[src/rtl/fe_pkg.sv]
package fe_pkg;

  // lock-chain state: arming stage, priority stage, release qualifiers
  typedef struct packed {
    logic armed;   // any-priority latch
    logic held;    // priority latch
    logic manual;  // manual address-load latch
    logic creg_wr; // priority-reset-control latch
  } lock_t;

  localparam int unsigned DEF_LEVELS = 8;
  localparam int unsigned DEF_AW     = 7;

endpackage

[src/rtl/fe_stack.sv]
module fe_stack #(
  parameter int unsigned NLVL     = 8,
  parameter int unsigned CRW      = 8,
  parameter int unsigned MPX_LVL  = 0,
  parameter logic [NLVL-1:0] SEL_MASK = 8'b0000_0110,
  parameter int unsigned MPXB_BIT = 6,
  parameter int unsigned SELB_BIT = 5
) (
  input  logic            clk,
  input  logic            rst,
  input  logic [NLVL-1:0] req_i,
  input  logic [CRW-1:0]  creg_i,
  input  logic [NLVL-1:0] fire_i,
  output logic [NLVL-1:0] stk_o
);

  logic [NLVL-1:0] accept;

  for (genvar g = 0; g < NLVL; g++) begin : g_lvl
    if (g == MPX_LVL) begin : g_mpx
      assign accept[g] = req_i[g] & ~creg_i[MPXB_BIT] & ~creg_i[SELB_BIT];
    end else if (SEL_MASK[g]) begin : g_sel
      assign accept[g] = req_i[g] & ~creg_i[SELB_BIT];
    end else begin : g_free
      assign accept[g] = req_i[g];
    end

    always_ff @(posedge clk) begin
      if (rst) begin
        stk_o[g] <= 1'b0;
      end else if (accept[g]) begin
        stk_o[g] <= 1'b1;
      end else if (fire_i[g]) begin
        stk_o[g] <= 1'b0;
      end
    end
  end

endmodule

[src/rtl/fe_arbiter.sv]
module fe_arbiter #(
  parameter int unsigned NLVL     = 8,
  parameter int unsigned AW       = 7,
  parameter int unsigned CRW      = 8,
  parameter int unsigned WRAP_LVL = 3,
  parameter int unsigned WRAP_BIT = 2,
  parameter logic [NLVL*AW-1:0] ENTRY_TBL = '0
) (
  input  logic [NLVL-1:0] stk_i,
  input  logic [CRW-1:0]  creg_i,
  input  logic            open_i,
  output logic [NLVL-1:0] fire_o,
  output logic [AW-1:0]   addr_o
);

  logic [NLVL-1:0] elig;

  always_comb begin
    elig = stk_i;
    elig[WRAP_LVL] = stk_i[WRAP_LVL] & ~creg_i[WRAP_BIT];
  end

  // strict rank: a level passes only when every higher one is idle
  always_comb begin
    logic taken;
    taken  = 1'b0;
    fire_o = '0;
    for (int i = 0; i < NLVL; i++) begin
      if (open_i && elig[i] && !taken) begin
        fire_o[i] = 1'b1;
        taken     = 1'b1;
      end
    end
  end

  always_comb begin
    addr_o = '0;
    for (int i = 0; i < NLVL; i++) begin
      if (fire_o[i]) begin
        addr_o = addr_o | ENTRY_TBL[i*AW +: AW];
      end
    end
  end

endmodule

[src/rtl/fe_lock.sv]
module fe_lock
  import fe_pkg::*;
(
  input  logic clk,
  input  logic rst,
  input  logic fire_any_i,
  input  logic man_load_i,
  input  logic stop_loop_i,
  input  logic dst_creg_i,
  input  logic t1_i,
  input  logic t3_i,
  input  logic p4_i,
  output logic armed_o,
  output logic held_o
);

  lock_t st_q, st_d;
  logic  release_w;

  assign release_w = (t1_i & stop_loop_i)
                   | (p4_i & st_q.manual)
                   | (t3_i & st_q.creg_wr);

  always_comb begin
    st_d = st_q;
    st_d.armed = fire_any_i | (st_q.armed & ~release_w);
    st_d.held  = ~release_w & (st_q.held | (t3_i & st_q.armed));

    if (t1_i && man_load_i) begin
      st_d.manual = 1'b1;
    end else if (p4_i) begin
      st_d.manual = 1'b0;
    end

    if (dst_creg_i) begin
      st_d.creg_wr = 1'b1;
    end else if (t3_i) begin
      st_d.creg_wr = 1'b0;
    end
  end

  always_ff @(posedge clk) begin
    if (rst) begin
      st_q <= '0;
    end else begin
      st_q <= st_d;
    end
  end

  assign armed_o = st_q.armed;
  assign held_o  = st_q.held;

endmodule

[src/rtl/fe_prio_ctrl.sv]
module fe_prio_ctrl #(
  parameter int unsigned NLVL     = fe_pkg::DEF_LEVELS,
  parameter int unsigned AW       = fe_pkg::DEF_AW,
  parameter int unsigned CRW      = 8,
  parameter int unsigned LOW_CNT  = 4,
  parameter int unsigned MPX_LVL  = 0,
  parameter int unsigned WRAP_LVL = 3,
  parameter logic [NLVL-1:0] SEL_MASK = 8'b0000_0110,
  parameter int unsigned WRAP_BIT = 2,
  parameter int unsigned SELB_BIT = 5,
  parameter int unsigned MPXB_BIT = 6,
  parameter logic [NLVL*AW-1:0] ENTRY_TBL =
    {7'h38, 7'h30, 7'h28, 7'h20, 7'h10, 7'h0C, 7'h08, 7'h04}
) (
  input  logic            clk,
  input  logic            rst,
  input  logic [NLVL-1:0] req_i,
  input  logic [CRW-1:0]  creg_i,
  input  logic            man_gate_i,
  input  logic            man_load_i,
  input  logic            stop_loop_i,
  input  logic            dst_creg_i,
  input  logic            t1_i,
  input  logic            t3_i,
  input  logic            p4_i,
  output logic [NLVL-1:0] pp_o,
  output logic [AW-1:0]   entry_addr_o,
  output logic            entry_ld_o,
  output logic            allow_low_o,
  output logic            any_pp_o,
  output logic            busy_o
);

  localparam int unsigned LOWW = (LOW_CNT > NLVL) ? NLVL : LOW_CNT;

  logic [NLVL-1:0] stk;
  logic [NLVL-1:0] fire;
  logic [AW-1:0]   fire_addr;
  logic            armed;
  logic            held;
  logic            open_w;
  logic            fire_any;

  assign open_w   = t1_i & ~armed & ~held & ~man_gate_i;
  assign fire_any = |fire;

  fe_stack #(
    .NLVL(NLVL), .CRW(CRW), .MPX_LVL(MPX_LVL), .SEL_MASK(SEL_MASK),
    .MPXB_BIT(MPXB_BIT), .SELB_BIT(SELB_BIT)
  ) u_stack (
    .clk(clk), .rst(rst), .req_i(req_i), .creg_i(creg_i),
    .fire_i(fire), .stk_o(stk)
  );

  fe_arbiter #(
    .NLVL(NLVL), .AW(AW), .CRW(CRW), .WRAP_LVL(WRAP_LVL),
    .WRAP_BIT(WRAP_BIT), .ENTRY_TBL(ENTRY_TBL)
  ) u_arb (
    .stk_i(stk), .creg_i(creg_i), .open_i(open_w),
    .fire_o(fire), .addr_o(fire_addr)
  );

  fe_lock u_lock (
    .clk(clk), .rst(rst), .fire_any_i(fire_any),
    .man_load_i(man_load_i), .stop_loop_i(stop_loop_i),
    .dst_creg_i(dst_creg_i), .t1_i(t1_i), .t3_i(t3_i), .p4_i(p4_i),
    .armed_o(armed), .held_o(held)
  );

  always_ff @(posedge clk) begin
    if (rst) begin
      pp_o         <= '0;
      entry_addr_o <= '0;
      entry_ld_o   <= 1'b0;
      allow_low_o  <= 1'b0;
      any_pp_o     <= 1'b0;
    end else begin
      pp_o         <= fire;
      entry_addr_o <= fire_addr;
      entry_ld_o   <= fire_any;
      allow_low_o  <= |fire[LOWW-1:0];
      any_pp_o     <= fire_any;
    end
  end

  assign busy_o = held;

endmodule

[config.mk]
export PLATFORM = sky130hd
export DESIGN_NAME = fe_prio_ctrl
export DESIGN_NICKNAME = d
export VERILOG_FILES = /design/src/rtl/fe_pkg.sv /design/src/rtl/fe_stack.sv /design/src/rtl/fe_arbiter.sv /design/src/rtl/fe_lock.sv /design/src/rtl/fe_prio_ctrl.sv
export SDC_FILE = /design/constraint.sdc
export NUM_CORES = 1
export LEC_CHECK = 0
export ABC_AREA = 1
export BUFFER_PORTS_ARGS = -buffer_cell sky130_fd_sc_hd__buf_2
export CAP_MARGIN = 40
export CORE_ASPECT_RATIO = 0.9
export CORE_UTILIZATION = 41
export DETAILED_ROUTE_END_ITERATION = 6
export PLACE_DENSITY_LB_ADDON = 0.3
export SLEW_MARGIN = 20
export SYNTH_ARGS = -nofsm -noshare
export SYNTH_HDL_FRONTEND = slang
export SYNTH_SLANG_ARGS = --single-unit
[constraint.sdc]
create_clock -name clk -period 1.15 [get_ports clk]
set_input_delay 0 -clock clk [delete_from_list [all_inputs] [get_ports clk]]
set_output_delay 0 -clock clk [all_outputs]
set_load 0.02 [all_outputs]
== Yosys cells after proc, flatten, opt, wreduce, memory -nomap -nowiden ==
Cells that the tools add are included.

* Output and inout port bits: 19
* Logic and storage cells: 118
* Flip-flop bits (word level): 29
* Input bits: 25

* Reductions and logical operators: 35
* Bitwise operators: 25
* Muxes and demuxes: 42

{| class="wikitable"
|+ Operators with widths
! kind !! number
|-
| $mux 1 || 34
|-
| $mux 6 || 4
|-
| $reduce_bool 2->1 || 10
|-
| $logic_and 1x1->1 || 16
|-
| $and 1x1->1 || 14
|-
| $mux 4 || 2
|-
| $reduce_or 8->1 || 1
|-
| $logic_not 1->1 || 7
|-
| $not 1->1 || 7
|-
| $mux 5 || 1
|-
| $or 1x1->1 || 4
|-
| $reduce_or 4->1 || 1
|-
| $mux 3 || 1
|}

== Depth between registers and ports, before layout ==
* Depth in word-level cells: 29
* Gate-level depth with buffers: 11
* Gate-level depth less buffers: 11

== Hierarchy ==
Synthesis repeated with hierarchy kept, for this count alone.

* Cells, all modules: 164
* Area total of the unflattened synthesis: 1260.0 um2

{| class="wikitable"
|+ By module, submodules not included
! module !! times used !! area an instance (um2) !! cells an instance
|-
| fe_prio_ctrl || 1 || 536.8 || 63
|-
| fe_stack || 1 || 307.8 || 38
|-
| fe_arbiter || 1 || 251.5 || 39
|-
| fe_lock || 1 || 163.9 || 24
|}

== Worst setup path after synthesis ==
Ideal clock, no wire load.

* Path type: register -> register
* From: register u_lock.st_q, in the netlist u_lock.held_o
* To: register u_stack.stk_o[5]
* Stages on the path, launching flop included: 8
* Period minus slack after synthesis: 1364 ps
* Required time: 1022 ps
* Setup time: 128 ps
* Slack: -214 ps
* Arrival: 1237 ps
* Path through: dfxtp_1 -> nor2_4 -> o211ai_2 -> nand3_2 -> nor2_4 -> nand3_2 -> a21oi_1 -> nor2_1

* Word-level cells in the longest chain between the ends: 21
* Elaborated cells on any way between the ends: 26
* Those cells by class: mux (6); bitwise (3); reduce/logical (17)

{| class="wikitable"
|+ Ends and longest elaborated chain
! what !! RTL line !! text
|-
| start, declared || fe_lock.sv:17 || <nowiki>lock_t st_q, st_d;</nowiki>
|-
| start signal, assigned || fe_lock.sv:46 || <nowiki>st_q <= st_d;</nowiki>
|-
| $not 1->1 (*) || fe_prio_ctrl.sv:44 || <nowiki>assign open_w = t1_i & ~armed & ~held & ~man_gate_i;</nowiki>
|-
| $and 1x1->1 (*) (2 in series) || fe_prio_ctrl.sv:44 ||
|-
| $logic_and 1x1->1 || fe_arbiter.sv:29 || <nowiki>if (open_i && elig[i] && !taken) begin</nowiki>
|-
| $mux 1 || fe_arbiter.sv:29 ||
|-
| $logic_not 1->1 || fe_arbiter.sv:29 ||
|-
| $logic_and 1x1->1 || fe_arbiter.sv:29 ||
|-
| $mux 1 || fe_arbiter.sv:29 ||
|-
| $logic_not 1->1 || fe_arbiter.sv:29 ||
|-
| (+4 left out) || -- ||
|-
| $mux 1 || fe_arbiter.sv:29 ||
|-
| $logic_not 1->1 || fe_arbiter.sv:29 ||
|-
| $logic_and 1x1->1 || fe_arbiter.sv:29 ||
|-
| $mux 1 || fe_arbiter.sv:29 ||
|-
| $logic_not 1->1 || fe_arbiter.sv:29 ||
|-
| $logic_and 1x1->1 (*) || fe_arbiter.sv:29 ||
|-
| $mux 1 (*) || fe_arbiter.sv:29 ||
|-
| $reduce_bool 2->1 (no source line) (*) || -- ||
|-
| end signal, assigned by index || fe_stack.sv:30 || <nowiki>stk_o[g] <= 1'b0;</nowiki>
|-
| end signal, assigned by index || fe_stack.sv:32 || <nowiki>stk_o[g] <= 1'b1;</nowiki>
|-
| end signal, assigned by index || fe_stack.sv:34 || <nowiki>stk_o[g] <= 1'b0;</nowiki>
|-
| end, declared || fe_stack.sv:14 || <nowiki>output logic [NLVL-1:0] stk_o</nowiki>
|}

Every way passes the cells marked *; elsewhere a longest branch is shown, timed or not.
A chain may end at the register's enable or synchronous reset.

== Worst setup path in the final report ==
* From: register u_lock.st_q, in the netlist u_lock.armed_o
* To: register u_stack.stk_o[4]

* Word-level cells in the longest chain between the ends: 19
* Elaborated cells on any way between the ends: 23
* Those cells by class: mux (5); bitwise (4); reduce/logical (14)

{| class="wikitable"
|+ Ends and longest elaborated chain
! what !! RTL line
|-
| $not 1->1 (*) || fe_prio_ctrl.sv:44
|-
| $and 1x1->1 (*) (3 in series) || fe_prio_ctrl.sv:44
|-
| $logic_and 1x1->1 || fe_arbiter.sv:29
|-
| $mux 1 || fe_arbiter.sv:29
|-
| $logic_not 1->1 || fe_arbiter.sv:29
|-
| $logic_and 1x1->1 || fe_arbiter.sv:29
|-
| $mux 1 || fe_arbiter.sv:29
|-
| $logic_not 1->1 || fe_arbiter.sv:29
|-
| $logic_and 1x1->1 || fe_arbiter.sv:29
|-
| $mux 1 || fe_arbiter.sv:29
|-
| $logic_not 1->1 || fe_arbiter.sv:29
|-
| $logic_and 1x1->1 || fe_arbiter.sv:29
|-
| $mux 1 || fe_arbiter.sv:29
|-
| $logic_not 1->1 || fe_arbiter.sv:29
|-
| $logic_and 1x1->1 (*) || fe_arbiter.sv:29
|-
| $mux 1 (*) || fe_arbiter.sv:29
|-
| $reduce_bool 2->1 (no source line) (*) || --
|}

Marks and branches as above.

==> qor.csv <==
metric;value;unit
status;finished with violations;
failing checks;hold timing, setup timing;
reg2reg path depth;8;
number of global-route vias before repair;1028;
Synth Instances;120;
max_cap viols;0;
combinational power share;22.6;%
Setup crit end kind;flop;
initial core utilization;45.1;%
post-synthesis sequential area ratio;50.5;%
crit-path cells;nor2_4 -> nand2_4 -> inv_6 -> nand2_4 -> inv_4 -> nand4_4 -> a21oi_2 -> nor2_1;
share of layout cells above drive strength 1;46.7;%
EDFF count, synth;0;
hold_ws;-0.0175;ns
drt pass-1 iters;4;
Synth Warn #;0;
Setup crit start kind;flop;
IR drop worst, VDD;0.000950;V
final hold vios;1;
dpl cells;195;
Antenna diodes;0;
Int Power;0.00143;W
Tot Pwr;0.00198;W
worst hold stages;4;
Synth area leader;dfxtp_1;
vias per cell;4.88;
Post-Synthesis Cell Area;1030;sq um
core area;2280;sq um
1st-iter DRT viols;13;
clock buffer depth;2;
Post-synth top flop;dfxtp_1;
DP Wirelength;1.78;mm
Leak Pwr;0.852;nW
WS Path Type;reg -> reg;
Synth async-reset ratio;0;%
total CTS buffers;3;
unrepaired setup endpoints after global routing;yes;
Clock Skew;0.00609;ns
Finished Cell Area;1700;sq um
WP data arrival;1.55;ns
power density over the cells;1170;nW/um^2
period utilization;114;%
number of routed nets with antenna violations;0;
CTS tree;yes;
drt total wl;2.70;mm
Placed Area;1340;sq um
Setup-failing EPs final;20;
post-route insts no fill;222;
RR Startpoint;u_lock.armed_o;
# clock sinks;26;
flip-flop and latch area;528;sq um
fmax;761;MHz
PortBufs;35;
DR WL/cell;12.2;um
area of the multi-input gates;512;sq um
Required @ worst endpoint;1.38;ns
Setup TNS;-2.08;ns
worst hold path endpoint;u_lock.held_o;
die width;54.8;um
gr usage total;23.3;%
clock transition at the registers of the reported paths;0.13;ns
sw frac;27.5;%
max-slew violation count;0;
reg-to-reg setup timing slack;-0.16;ns
Fillers;168;
Tmin final;1.31;ns
Final #Nets;221;
Clk pwr share;27.5;%
area grow syn2layout;64.8;%
Crit Reg-Reg Endpoint;u_stack.stk_o[4];
cts hold-fix bufs;19;
worst setup margin;-0.164;ns
initial antenna violation count;0;
largest stage delay on the critical path;0.36;ns
Residual DRC;0;
top cells by area, synth;dfxtp_1, nand2_1, a21oi_1;
Die ar.;2720;sq um
clk_lat worst skew;0.33;ns
depth of the CTS H-tree;1;
sequential share of power;50.0;%
synth cell count leaders;dfxtp_1, nand2_1, nor2_1;
most used cell, CP;nand2_4;
I/O pin total;44;
Switching Power;0.000545;W
gp weighted congestion;0.878;
via count;1084;
top-count cell post-synth;dfxtp_1;
slowest stage cell, crit path;dfxtp_2;
post-synthesis register bit count;26;
first-pass GRT wire length;4.48;mm
Avg Cell Area, Syn;8.58;sq um
Hold WC Path Type;in -> reg;
die span in y;49.5;um
CP Max Fanout;7;
gr ovfl total;0;
CTS root buf;clkbuf_4;
largest net degree at the start of global routing;16;
Synth cell types;23;
Cell Rows;16;
post-synth top area share;50.5;%
hold path start;t1_i;
[power by group through the flow]
| stage | registers [W] | clock network [W] | logic [W] |
|---|---|---|---|
| 2_1_floorplan | 0.00103 | 0 | 0.000180 |
| 3_3_place_gp | 0.00100 | 0 | 0.000331 |
| 3_5_place_dp | 0.00100 | 0 | 0.000343 |
| 4_1_cts | 0.000986 | 0.000553 | 0.000424 |
| 5_1_grt | 0.000996 | 0.000597 | 0.000484 |
| 6_report | 0.000989 | 0.000544 | 0.000447 |
[worst max-delay path by stage]
| stage | to | slack (ns) | start | depth (start not counted) |
|---|---|---|---|---|
| 2_1_floorplan | u_stack.stk_o[5] | -0.08 | u_lock.held_o | 7 |
| 3_3_place_gp | u_stack.stk_o[5] | -0.09 | u_stack.stk_o[1] | 6 |
| 3_5_place_dp | entry_addr_o[3] | -0.16 | u_lock.armed_o | 10 |
| 4_1_cts | entry_addr_o[5] | -0.16 | u_lock.held_o | 10 |
| 5_1_grt | entry_addr_o[5] | -0.25 | u_lock.armed_o | 10 |
| 6_report | u_stack.stk_o[4] | -0.16 | u_lock.armed_o | 8 |
[layout make-up]
type,instances,area share (%)
multi-input cells,79,30.2
repair buffers,75,31.0
well taps,27,1.99
inverters,11,2.88
flip-flops and latches,26,31.1
clock buffers,4,2.80
[kinds of logic after synthesis]
family / share of synthesized area (%)
simple gates: 32.4
flops: 50.5
buf+inv: 7.90
other cells: 0.364
compound gates: 8.75
[flip-flops by register name, summed over array words and instances, names as in the netlist]
register	cells
u_stack.stk_o	8
pp_o	8
entry_addr_o	4
u_lock.held_o	1
u_lock.st_q	2
u_lock.armed_o	1
any_pp_o	1
allow_low_o	1
[critical path: cells and delay by family (launching register included)]
| family | cells | cell delay [ns] |
|---|---|---|
| compound gates | 1 | 0.16 |
| buf+inv | 2 | 0.18 |
| flops | 1 | 0.36 |
| simple gates | 5 | 0.51 |
[per-layer routing]
| metal | share of wire [%] | global-route usage, % |
|---|---|---|
| met3 | 5.0 | 7.10 |
| met4 | 2.1 | 8.12 |
| met2 | 53 | 39.4 |
| met1 | 40 | 26.7 |
| met5 | 0 | 0 |
[layout by cell type, fill, tap and decap left out, types with 3 or more instances in the layout]
master         Yosys  layout
nor2_4             3       4
nand3_2            5       5
nand3_1            8       6
clkbuf_4           0       3
nor2_1            14      10
nand2_1           22      22
dlygate4sd3_1      0      19
nor2_2             0       3
a21oi_1           12       8
inv_1              9       9
a21oi_2            0       4
buf_2              0      35
dfxtp_1           26      22
conb_1             1       3
buf_4              4      20
dfxtp_2            0       3
[what timing repair did]
item	in CTS	in global routing
setup buffers	3	1
pin swaps	11	8
gates resized for setup	11	10
setup endpoints to repair	18	22
hold endpoints to repair	12	1
[through the flow]
stage	utilization, %	setup slack [ns]
final	74.3	-0.164
after global routing	74.3	-0.254
after CTS	72.5	-0.160
after detailed placement	58.8	-0.158
after global placement	58.8	-0.0856
after floorplan	-	-0.0771
Note: power is estimated with default switching activity, not from simulation.
